===== config.mk =====
export PLATFORM = sky130hd
export DESIGN_NAME = icap_unit
export DESIGN_NICKNAME = d
export VERILOG_FILES = /design/src/rtl/icap_pkg.sv /design/src/rtl/icap_edge.sv /design/src/rtl/icap_hold.sv /design/src/rtl/icap_rdport.sv /design/src/rtl/icap_unit.sv
export SDC_FILE = /design/constraint.sdc
export NUM_CORES = 1
export LEC_CHECK = 0
export ABC_AREA = 1
export ABC_CLOCK_PERIOD_IN_PS = 900
export CORE_AREA = 8 8 66 68
export CTS_CLUSTER_SIZE = 40
export DETAILED_ROUTE_END_ITERATION = 10
export DIE_AREA = 0 0 74 76
export PLACE_DENSITY = 0.72
export RECOVER_POWER = 25
export SLEW_MARGIN = 10
export SYNTH_ARGS = -nofsm -noshare
export SYNTH_HDL_FRONTEND = slang
export SYNTH_HIERARCHICAL = 1
export SYNTH_SLANG_ARGS = --single-unit
export TNS_END_PERCENT = 100

===== constraint.sdc =====
create_clock -name clk -period 0.9 [get_ports clk]
set_input_delay 0.18 -clock clk [delete_from_list [all_inputs] [get_ports clk]]
set_output_delay 0.18 -clock clk [all_outputs]
set_load 0.05 [all_outputs]

===== src/rtl/icap_pkg.sv =====
package icap_pkg;
  localparam int unsigned BYTE_W = 8;

  typedef enum logic {
    EDGE_FALL = 1'b0,
    EDGE_RISE = 1'b1
  } edge_sel_e;

  function automatic logic edge_hit(input edge_sel_e sel, input logic now_s, input logic old_s);
    if (sel == EDGE_RISE) return now_s & ~old_s;
    else                  return ~now_s & old_s;
  endfunction
endpackage


===== src/rtl/icap_edge.sv =====
module icap_edge #(
  parameter int unsigned STAGES = 2
) (
  input  logic clk,
  input  logic rst,
  input  logic pin_in,
  input  logic rise_sel,
  output logic hit
);
  import icap_pkg::*;

  localparam int unsigned LAST = STAGES - 1;

  logic [STAGES-1:0] sync_q;
  logic              prev_q;

  always_ff @(posedge clk) begin
    if (rst) sync_q[0] <= 1'b0;
    else     sync_q[0] <= pin_in;
  end

  generate
    for (genvar g = 1; g < STAGES; g++) begin : g_sync
      always_ff @(posedge clk) begin
        if (rst) sync_q[g] <= 1'b0;
        else     sync_q[g] <= sync_q[g-1];
      end
    end
  endgenerate

  always_ff @(posedge clk) begin
    if (rst) prev_q <= 1'b0;
    else     prev_q <= sync_q[LAST];
  end

  always_comb begin
    hit = edge_hit(edge_sel_e'(rise_sel), sync_q[LAST], prev_q);
  end
endmodule


===== src/rtl/icap_hold.sv =====
module icap_hold #(
  parameter int unsigned CNT_W = 16
) (
  input  logic             clk,
  input  logic             rst,
  input  logic             hit,
  input  logic [CNT_W-1:0] count,
  input  logic             flag_clr,
  output logic [CNT_W-1:0] cap_q,
  output logic             flag_q
);
  always_ff @(posedge clk) begin
    if (rst) begin
      cap_q  <= '0;
      flag_q <= 1'b0;
    end else begin
      if (hit) cap_q <= count;
      if (hit)           flag_q <= 1'b1;
      else if (flag_clr) flag_q <= 1'b0;
    end
  end
endmodule


===== src/rtl/icap_rdport.sv =====
module icap_rdport #(
  parameter int unsigned BUS_W = 8
) (
  input  logic               clk,
  input  logic               rst,
  input  logic               rd_lo,
  input  logic               rd_hi,
  input  logic [2*BUS_W-1:0] cap_in,
  output logic [BUS_W-1:0]   rd_data
);
  logic [BUS_W-1:0] stage_q;

  always_ff @(posedge clk) begin
    if (rst) begin
      stage_q <= '0;
      rd_data <= '0;
    end else if (rd_lo) begin
      rd_data <= cap_in[BUS_W-1:0];
      stage_q <= cap_in[2*BUS_W-1:BUS_W];
    end else if (rd_hi) begin
      rd_data <= stage_q;
    end
  end
endmodule


===== src/rtl/icap_unit.sv =====
module icap_unit #(
  parameter int unsigned BUS_W       = 8,
  parameter int unsigned SYNC_STAGES = 2
) (
  input  logic                 clk,
  input  logic                 rst,
  input  logic                 cap_pin,
  input  logic                 edge_rise,
  input  logic [2*BUS_W-1:0]   count,
  input  logic                 rd_lo,
  input  logic                 rd_hi,
  input  logic                 flag_clr,
  output logic [BUS_W-1:0]     rd_data,
  output logic                 cap_flag
);
  localparam int unsigned CNT_W = 2 * BUS_W;

  logic             cap_ev;
  logic [CNT_W-1:0] cap_val;

  icap_edge #(.STAGES(SYNC_STAGES)) u_edge (
    .clk(clk), .rst(rst), .pin_in(cap_pin), .rise_sel(edge_rise), .hit(cap_ev)
  );

  icap_hold #(.CNT_W(CNT_W)) u_hold (
    .clk(clk), .rst(rst), .hit(cap_ev), .count(count), .flag_clr(flag_clr),
    .cap_q(cap_val), .flag_q(cap_flag)
  );

  icap_rdport #(.BUS_W(BUS_W)) u_rd (
    .clk(clk), .rst(rst), .rd_lo(rd_lo), .rd_hi(rd_hi), .cap_in(cap_val),
    .rd_data(rd_data)
  );
endmodule


# After elaboration in Yosys (flattened, before gate mapping)
# Cells that the tools add are included.
# totals
reg_bits	36
rom_bits	0
memories	0
ram_bits	0
latchBits	0
# classes
add_sub_neg	0
n_reduce_logical	2
magnitude_cmp	0
multipliers	0
div	0
mux	5
eq_ne	0
bitwise	4
shift	0
# op_table
cell	n
8-bit two-way mux	2
2-bit nonzero test	2
1-bit two-way mux	3
1-bit bitwise AND	2
1-bit inverter	2

# Depth between registers and ports, before layout
# Gate-level depths: netlist (run 1).
# logic_depth
word_depth	4
depth_mapped	7

# Cells and area by module
# Netlist (run 1), hierarchy kept.
# by_module_without_submodules
module	cells_per_inst	n_inst	area_per_inst_um2
icap_rdport	96	1	715.7
icap_hold	73	1	588.1
icap_edge	14	1	103.8

# Worst setup path before layout (run 1)
# No wires, ideal clock.
# synth_timing
path_type	flip-flop to flip-flop
start	register u_edge.sync_q[1]
end	register u_hold.cap_q[10]
path_slack_ns	-0.113
arrival_time_ns	0.898
setup_time_ns	0.116
n_path_buf	1
stages_incl_launch_ff	8
path_cell_list	dfxtp_1 inv_1 nand3_1 nand2_1 inv_2 buf_6 nor2_1 nor2_1
# synth_between
elab_chain_len	3
word_cells_on_any_way	4
# synth_lines
item	line	text
from (decl)	icap_edge.sv:14	logic [STAGES-1:0] sync_q;
from (signal, indexed assignment)	icap_edge.sv:26	else sync_q[g] <= sync_q[g-1];
1-bit inverter	icap_pkg.sv:11	else return ~now_s & old_s;
1-bit bitwise AND	icap_pkg.sv:11	
1-bit two-way mux *	icap_pkg.sv:10	if (sel == EDGE_RISE) return now_s & ~old_s;
net cap_ev	icap_unit.sv:18	logic cap_ev;
to (signal assigned)	icap_hold.sv:17	if (hit) cap_q <= count;
to (decl)	icap_hold.sv:9	output logic [CNT_W-1:0] cap_q,
# Mark *: on every way through the listed nets, which the timed path passes. The rest lies on a longest branch.
# A chain may end at the register's enable or synchronous reset.

# Worst setup path after layout (run 1)
# layout_timing
start	register u_edge.prev_q
end	register u_hold.cap_q[15]
# layout_between
elab_chain_len	3
word_cells_on_any_way	4
# layout_lines
item	line	text
from (decl)	icap_edge.sv:15	logic prev_q;
from (signal assigned)	icap_edge.sv:33	else prev_q <= sync_q[LAST];
1-bit inverter	icap_pkg.sv:10	
1-bit bitwise AND	icap_pkg.sv:10	
1-bit two-way mux *	icap_pkg.sv:10	
net cap_ev	icap_unit.sv:18	
# Marks and branches as above.

==> results of run 1 <==
## state kept, by name, summed over array words and instances, names as in the netlist
name,cells
u_rd/stage_q,8
u_edge/sync_q,2
u_hold/flag_q,1
u_edge/prev_q,1
u_rd/rd_data,8
u_hold/cap_q,16
## kinds of logic (layout without fill, tap and decap cells)
| logic type | Yosys count | in the layout | share of synthesized area |
|---|---|---|---|
| flops | 36 | 36 | 0.512 |
| compound gates | 25 | 25 | 0.0916 |
| buf+inv | 26 | 77 | 0.112 |
| simple gates | 96 | 96 | 0.284 |
## worst paths after layout
check	to	slack (ns)	depth (start not counted)
max reg2reg	u_hold/cap_q[15]$_SDFFE_PP0P_	-0.14	6
min	u_rd/rd_data[1]$_SDFFE_PP0P_	0.34	6
max	u_hold/cap_q[15]$_SDFFE_PP0P_	-0.14	6
min reg2reg	u_edge/sync_q[1]$_SDFF_PP0_	0.40	2
## per-layer routing
metal	track usage	up-vias	share of wire
li1	-	675	-
met1	0.135	573	0.42
met2	0.226	26	0.52
met3	0.0382	7	0.040
met4	0.0460	0	0.015
met5	0	-	0
## cell usage in the layout, fill, tap and decap left out, drive strengths merged
cell type      count
inv               18
nand3             18
clkbuf            11
nand2             42
bufbuf             1
dlygate4sd2        2
buf               25
dfxtp             36
dlymetal6s2s       1
nor2              36
a21oi              9
dlygate4sd3        1
o21ai             16
clkdlybuf4s50     18
## layout make-up
class / instances / area, um2
timing repair buffer: 51 / 646
clock buffer: 8 / 58.8
multi-input combinational: 121 / 674
inverter: 18 / 82.6
fill: 292 / 1180
tap: 48 / 60.1
sequential: 36 / 734
## what timing repair did
action                                  CTS  global route
endpoints found under the setup margin   34            34
setup buffers                             4             0
pin swaps                                14             2
endpoints found under the hold margin     0             0
resized for setup                        58             9
cloned                                    3             0
hold buffers                              0             0
## worst max-delay path: stages (launching register included)
cell and delay [ns]:
dfxtp_2 0.36, inv_2 0.04, nand3_2 0.08, nand2_4 0.09
clkbuf_4 0.18, o21ai_1 0.15, nor2_1 0.05
## stage by stage
stage	hold WS, ns	worst slack, ns	area (um2)
floorplan	0.242	-0.0690	1420
global placement	0.392	-0.451	1950
global route	0.349	-0.184	2260
CTS	0.352	-0.142	2230
finish	0.342	-0.140	2260
detailed placement	0.402	-0.513	1950
## power breakdown
| group | internal (uW) | total, uW | switching, uW | leakage (uW) |
|---|---|---|---|---|
| registers | 1660 | 1700 | 40.8 | 0.000298 |
| clock network | 386 | 901 | 515 | 0.0000326 |
| logic | 270 | 505 | 234 | 0.000628 |
==> impl_metrics.ini, run 1 <==
[sta]
setup_slack_ns = -0.140
period_minus_slack_ns = 1.04
slew_headroom = 0.826
finClkSkew_ns = 0.00739
fmax_ghz = 0.962
setup_violations = 35
rsz0062_at_grt = true
fin_setup_tns_ns = -3.37
maxSlewViolCount = 0
hold_viol = 0
tightest_slew_ns = 0.261
period_share = 1.16

[cells_and_area]
antennaDiodeCount = 0
final_layout_size_suffix_gt1_frac = 0.329
fin_cells = 282
nets = 256
fin_util = 0.656
syn_to_final_growth_pct = 60.3

[route]
ant_nets = 0
drt-initial-drc-count = 74
vias_per_cell = 4.54
drc_errors = 0
routed_wirelength_um = 3380
num_vias = 1281
first_pass_iters = 4
wl_per_cell_um = 12.0

[cts]
cts-root-buf = clkbuf_4
insertion_delay_ns = 0.34
cts_tree = done
cts.path.max_buffers = 2
clock_sinks = 36
clkTransAtPathRegs_ns = 0.11
cts_buffers = 5
cts_max_level = 2

[yosys]
synthDistinctLibCells = 18
syn_inst = 183
yosysMostFrequentCell = nand2_1
netlist_area_mm2 = 0.00141
yosys.area.top_type = dfxtp_1
synth_edf_count = 0
ys_top_cells_by_count = 42 x nand2_1, 36 x dfxtp_1, 35 x nor2_1
yosysTopAreaCellShare = 0.512
ys_seq_elements = 36
synth.area.top_cells = dfxtp_1 51%, nand2_1 11%, nor2_1 9.3%, nand3_1 5.7%, o21ai_0 5.3%
ys_warn_count = 6
ys.flop_type = dfxtp_1
synth-seq-area-share = 0.512
postSynth.asyncResetShare = 0
synth_area_per_cell_um2 = 7.69
synth_fp_nets = 206

[worst_setup_path]
crit_arrival_ns = 1.28
required_ns = 1.14
setup.worst_path.start = u_edge/prev_q$_SDFF_PP0_
crit_path_end_kind = flop
critPathKind = flop to flop
reg2reg_from = u_edge/prev_q$_SDFF_PP0_
crit_fanout = 5
critPathLaunchType = flop

[die]
io_pins = 32
row_count = 22
die-area_mm2 = 0.00562
die_w_um = 74
initial_core_util = 0.409
core_area_mm2 = 0.00344
die_height_um = 76

[place]
dp.final_hpwl_um = 2270
numPortBuffers = 31
place_congestion = 0.757
dp.cells = 267

[power]
power.density_mw_per_mm2 = 1370
p_total_uw = 3100
power.leakage_uw = 0.000959
irDropWorstVdd_v = 0.000840

[global_routing]
overflow = 0
grt_start_max_net_pins = 17
track_usage = 0.128
grt_pass1_wl_um = 5650
first_global_vias = 1283
antenna_found_initial = 0

[worst_hold_path]
hold_start = rd_hi
worst_hold_path_type = input pin to flop

[run_status]
status = finished, violations left
violations = setup timing

[run]
max_cap_violations = 0
Note: power is estimated with default switching activity, not from simulation.
==> inputs of run 2 (changes only) <==
--- a/config.mk
+++ b/config.mk
@@ -7,13 +7,11 @@
 export LEC_CHECK = 0
 export ABC_AREA = 1
 export ABC_CLOCK_PERIOD_IN_PS = 900
-export CORE_AREA = 8 8 66 68
+export CORE_AREA = 8 8 73 75
 export CTS_CLUSTER_SIZE = 40
 export DETAILED_ROUTE_END_ITERATION = 10
-export DIE_AREA = 0 0 74 76
-export PLACE_DENSITY = 0.72
+export DIE_AREA = 0 0 81 83
 export RECOVER_POWER = 25
-export SLEW_MARGIN = 10
 export SYNTH_ARGS = -nofsm -noshare
 export SYNTH_HDL_FRONTEND = slang
 export SYNTH_HIERARCHICAL = 1
==> run 2 against run 1 <==
  * Critical endpoint is now u_hold/cap_q[1]$_SDFFE_PP0P_
  * Sequential share of layout area up 0.59 points
  * The run still ends with setup timing left
  * Count of clock-buffer cells in the layout down 1
  * Setup slack better by 0.0013 ns
==> impl_metrics.ini, run 2 (same netlist as run 1, synthesis figures left out) <==
[global_routing]
grt.busiest_layer = met2
first_global_vias = 1296
grt_start_max_net_pins = 17
met2_usage = 0.183
use_met3 = 0.0313
grt_pass1_wl_um = 5890
overflow = 0
antenna_found_initial = 0
globalRouteMet1Util = 0.120
track_usage = 0.113

[sta]
tightest_slew_ns = 0.252
hold_viol = 0
maxSlewViolCount = 0
finClkSkew_ns = 0.00282
rsz0062_at_grt = true
whs_ns = 0.335
setup_slack_ns = -0.138
period_minus_slack_ns = 1.04
period_share = 1.15
setup_violations = 26
slew_headroom = 0.832
fmax_ghz = 0.963
fin_setup_tns_ns = -2.42

[worst_setup_path]
required_ns = 1.09
slowest_stage = dfxtp_2
path_common_cell = buf_6
path_delay_family = flip-flops
critPathKind = flop to flop
rrSetupSlack_ns = -0.14
path_cells = inv_2 > nand3_2 > nand2_4 > buf_6 > buf_6 > o21ai_2 > nor2_1
crit_path_end_kind = flop
crit_arrival_ns = 1.22
max_stage_delay_ns = 0.35
worst-path-buf-inv = 3
crit_fanout = 6
critPathLaunchType = flop

[route]
drc_errors = 0
num_vias = 1230
vias_per_cell = 4.39
ant_nets = 0
wl_per_cell_um = 12.3
first_pass_iters = 4
routed_wirelength_um = 3450
drt-initial-drc-count = 166

[cells_and_area]
nets = 251
top_regs = u_hold/cap_q (16), u_rd/rd_data (8), u_rd/stage_q (8)
largest_reg_flops = 16
final_common_cell = nand2_1
fill_cells = 399
antennaDiodeCount = 0
fin_util = 0.527
ff_latch_area_um2 = 734
syn_to_final_growth_pct = 57.4
final_layout_size_suffix_gt1_frac = 0.333
final_cell_mix = 41 x nand2_1, 25 x dfxtp_1, 20 x nor2_1
regMostFlops = u_hold/cap_q
multiInputGateArea_um2 = 617
fin_cells = 280

[place]
dp.cells = 266
place_congestion = 0.736
dp.final_hpwl_um = 2310
numPortBuffers = 31

[cts]
insertion_delay_ns = 0.29
cts.path.max_buffers = 2
clkTransAtPathRegs_ns = 0.06
cts_tree = done
cts_buffers = 5
clock_sinks = 36
cts_max_level = 2
cts-root-buf = clkbuf_8

[die]
core_area_mm2 = 0.00420
die-area_mm2 = 0.00672
io_pins = 32
die_height_um = 83
row_count = 24
die_w_um = 81
initial_core_util = 0.335

[worst_hold_path]
worst_hold_path_type = input pin to flop

[run]
max_cap_violations = 0

[run_status]
status = finished, violations left
violations = setup timing

[power]
irDropWorstVdd_v = 0.000616
p_total_uw = 3390
power.leakage_uw = 0.000965
power.density_mw_per_mm2 = 1530
-- run 2: changes by cell type in the layout (fill, tap and decap cells not counted), sizes merged --
cell,change
buf,-2
clkbuf,-3
clkdlybuf4s50,-1
clkinvlp,+1
inv,-1
-- run 2: final timing paths --
check / startpoint / to / depth (start not counted)
min reg2reg: u_edge/sync_q[0]$_SDFF_PP0_ / u_edge/sync_q[1]$_SDFF_PP0_ / 2
max: u_edge/sync_q[1]$_SDFF_PP0_ / u_hold/cap_q[1]$_SDFFE_PP0P_ / 7
max reg2reg: u_edge/sync_q[1]$_SDFF_PP0_ / u_hold/cap_q[1]$_SDFFE_PP0P_ / 7
min: rst / u_hold/flag_q$_SDFFE_PP0P_ / 3
-- run 2: final cells by class --
class,instances,area share
Inverter,18,0.0367
Tap cell,52,0.0294
Sequential cell,36,0.331
Clock buffer,7,0.0435
Multi-Input combinational cell,121,0.278
Timing Repair Buffer,46,0.281
-- run 2: worst min-delay path, cell delays in order --
cell and delay, ns:
dlymetal6s2s_1 0.20, buf_4 0.18, a21oi_2 0.03
-- run 2: where the power goes --
part / total, uW / switching (uW) / internal (uW) / leakage [uW]
registers: 1700 / 40.5 / 1660 / 0.000298
clock network: 1220 / 536 / 681 / 0.0000503
logic: 474 / 217 / 257 / 0.000617
total: 3390 / 794 / 2590 / 0.000965
-- run 2: stage by stage --
stage / instance area, um2 / setup WS (ns)
after floorplan: 1420 / -0.0690
after global placement: 1900 / -0.467
after detailed placement: 1900 / -0.476
after CTS: 2210 / -0.118
after global routing: 2220 / -0.191
final: 2220 / -0.138
-- run 2: layer usage --
metal | up-vias | share of wire | wire length (um)
met4 | 0 | 0.032 | 112
met3 | 7 | 0.053 | 184
met2 | 24 | 0.49 | 1680
li1 | 663 | - | -
met5 | - | 0 | 0
met1 | 536 | 0.43 | 1470
-- run 2: timing repair --
action,CTS,global route
setup endpoints to repair,34,34
pin swaps,9,1
gates resized for setup,54,4
setup buffers,4,0
hold buffers,0,0
gates cloned,3,0
==> inputs of run 3 (changes only) <==
--- a/config.mk
+++ b/config.mk
@@ -5,12 +5,12 @@
 export SDC_FILE = /design/constraint.sdc
 export NUM_CORES = 1
 export LEC_CHECK = 0
-export ABC_AREA = 1
+export ABC_AREA = 0
 export ABC_CLOCK_PERIOD_IN_PS = 900
-export CORE_AREA = 8 8 73 75
+export CORE_AREA = 8 8 74 76
 export CTS_CLUSTER_SIZE = 40
 export DETAILED_ROUTE_END_ITERATION = 10
-export DIE_AREA = 0 0 81 83
+export DIE_AREA = 0 0 82 84
 export RECOVER_POWER = 25
 export SYNTH_ARGS = -nofsm -noshare
 export SYNTH_HDL_FRONTEND = slang
==> run 3 against run 2 <==
  * The run still ends with setup timing left
  * Clock skew increased by 0.00055 ns
  * Utilization decreased by 4.9 points
  * Worst hold slack improved by 0.10 ns
  * Critical path type unchanged
  * Largest power group unchanged
==> impl_metrics.ini, run 3 <==
[run_status]
status = finished, violations left
violations = setup timing

[worst_hold_path]
worst_hold_path_type = flop to flop
hold_start = u_edge/sync_q[0]$_SDFF_PP0_
holdPathStages = 1
min_to = u_edge/sync_q[1]$_SDFF_PP0_

[power]
power.density_mw_per_mm2 = 1630
irDropWorstVdd_v = 0.000904
power.leakage_uw = 0.000799

[worst_setup_path]
critPathLaunchType = flop
crit_fanout = 8
r2r-end = u_hold/cap_q[12]$_SDFFE_PP0P_
required_ns = 1.06
crit_arrival_ns = 1.40
r2r_cells = 5
reg2reg_from = u_edge/sync_q[1]$_SDFF_PP0_
critPathKind = flop to flop
rrSetupSlack_ns = -0.34
crit_path_end_kind = flop

[cells_and_area]
regMostFlops = u_hold/cap_q
ff_latch_area_um2 = 734
top_regs = u_hold/cap_q (16), u_rd/rd_data (8), u_rd/stage_q (8)
fin_util = 0.478
multiInputGateArea_um2 = 632
final_common_cell = mux2i_1
syn_to_final_growth_pct = 42.1
fill_cells = 392
antennaDiodeCount = 0
final_cell_mix = 31 x mux2i_1, 25 x dfxtp_1, 24 x nor2_1
final_layout_size_suffix_gt1_frac = 0.280
largest_reg_flops = 16
nets = 186

[run]
max_cap_violations = 0

[die]
die-area_mm2 = 0.00689
row_count = 24
io_pins = 32
die_height_um = 84
initial_core_util = 0.336
die_w_um = 82
core_area_mm2 = 0.00426

[global_routing]
grt_start_max_net_pins = 37
grt_pass1_wl_um = 5090
antenna_found_initial = 0
track_usage = 0.0931
first_global_vias = 1055
overflow = 0

[sta]
finClkSkew_ns = 0.00337
tightest_slew_ns = 0.311
hold_viol = 0
period_share = 1.37
maxSlewViolCount = 0
slew_headroom = 0.793
setup_slack_ns = -0.336
rsz0062_at_grt = true
setup_violations = 26
period_minus_slack_ns = 1.24
fmax_ghz = 0.809

[yosys]
ys_top_cells_by_count = 36 x dfxtp_1, 32 x mux2i_1, 24 x nor2_1
ys_warn_count = 6
synthAdderAreaFrac = 0
synth_fp_nets = 150
yosysTopAreaCellShare = 0.503
synth-seq-area-share = 0.503
synthDistinctLibCells = 17
postSynth.asyncResetShare = 0
synth.mux.area_fraction = 0.223
syn_inst = 127
synthSimpleGateAreaFrac = 0.143
yosysMostFrequentCell = dfxtp_1
synth-compound-area-share = 0.0611
ys_seq_elements = 36
synth_area_per_cell_um2 = 11.3
synth_edf_count = 0
synth_top_family_by_area = multiplexers
synth-xor-area-share = 0
synth.area.top_cells = dfxtp_1 50%, mux2i_1 22%, nor2_1 6.3%, nor2b_2 3.7%, a211oi_1 3.1%
ys.flop_type = dfxtp_1
yosys.area.top_type = dfxtp_1
netlist_area_mm2 = 0.00143

[route]
wl_per_cell_um = 13.7
drc_errors = 0
num_vias = 954
vias_per_cell = 4.42
first_pass_iters = 3
ant_nets = 0
routed_wirelength_um = 2960
drt-initial-drc-count = 46

[cts]
cts_tree = done
clkTransAtPathRegs_ns = 0.07
clock_sinks = 36
cts_buffers = 5
cts-root-buf = clkbuf_8
cts_setup_buffers = 0
cts-hold-fix-buffers = 0
cts_max_level = 2
insertion_delay_ns = 0.27
cts.path.max_buffers = 2

[place]
numPortBuffers = 31
dp.final_hpwl_um = 2120
dpl_worst_slack_ns = -0.599
place_congestion = 0.675
## run 3: metal layers
metal	up-vias	global-route usage	wire, um
met2	16	0.154	1520
li1	497	-	-
met3	2	0.0291	120
met5	-	0	0
met4	0	0.0479	42
met1	439	0.102	1270
## run 3: cell families after synthesis
| kind of cell | Yosys count |
|---|---|
| AND/OR/NAND/NOR | 38 |
| AO/OA/AOI/OAI | 10 |
| flip-flops | 36 |
| buffers and inverters | 11 |
| multiplexers | 32 |
## run 3: final cells by class
| class | count | area share |
|---|---|---|
| Inverter | 2 | 0.00369 |
| Tap cell | 52 | 0.0319 |
| Clock buffer | 8 | 0.0442 |
| Timing Repair Buffer | 38 | 0.249 |
| Sequential cell | 36 | 0.361 |
| Multi-Input combinational cell | 80 | 0.310 |
## run 3: timing repair
item | in CTS | in global routing
setup endpoints to repair | 42 | 26
gates resized for setup | 3 | 5
cloned | 0 | 1
pin swaps | 0 | 2
## run 3: report_power, final
part	switching [uW]	internal, uW
logic	206	279
clock network	513	624
registers	42.2	1650
total	761	2550
## run 3: worst max-delay path by stage
| stage | slack [ns] | cells past startpoint | from | endpoint |
|---|---|---|---|---|
| floorplan | -0.29 | 6 | u_edge/sync_q[1]$_SDFF_PP0_ | u_hold/cap_q[10]$_SDFFE_PP0P_ |
| global placement | -0.56 | 6 | edge_rise | u_hold/cap_q[7]$_SDFFE_PP0P_ |
| detailed placement | -0.60 | 6 | edge_rise | u_hold/cap_q[12]$_SDFFE_PP0P_ |
| CTS | -0.33 | 5 | u_edge/sync_q[1]$_SDFF_PP0_ | u_hold/cap_q[8]$_SDFFE_PP0P_ |
| global route | -0.38 | 5 | u_edge/sync_q[1]$_SDFF_PP0_ | u_hold/cap_q[14]$_SDFFE_PP0P_ |
| finish | -0.34 | 5 | u_edge/sync_q[1]$_SDFF_PP0_ | u_hold/cap_q[12]$_SDFFE_PP0P_ |
## run 3: worst max-delay path, cell delays in order, from the launching register on
cell and delay [ns]:
dfxtp_2 0.33, nand2b_4 0.14, o22ai_4 0.21, clkbuf_16 0.21, mux2i_1 0.18, nor2_1 0.06
## run 3: per-stage QoR
stage          setup TNS, ns  cells  hold WS, ns  total power, uW  area, um2
4_1_cts                -5.65    215        0.441             3330       2000
5_1_grt                -6.74    216        0.449             3470       2040
3_3_place_gp          -15.72    207        0.417             2200       1910
2_1_floorplan          -3.88    127        0.252             1970       1450
3_5_place_dp          -16.20    207        0.425             2210       1910
6_report               -5.61    216        0.435             3310       2040
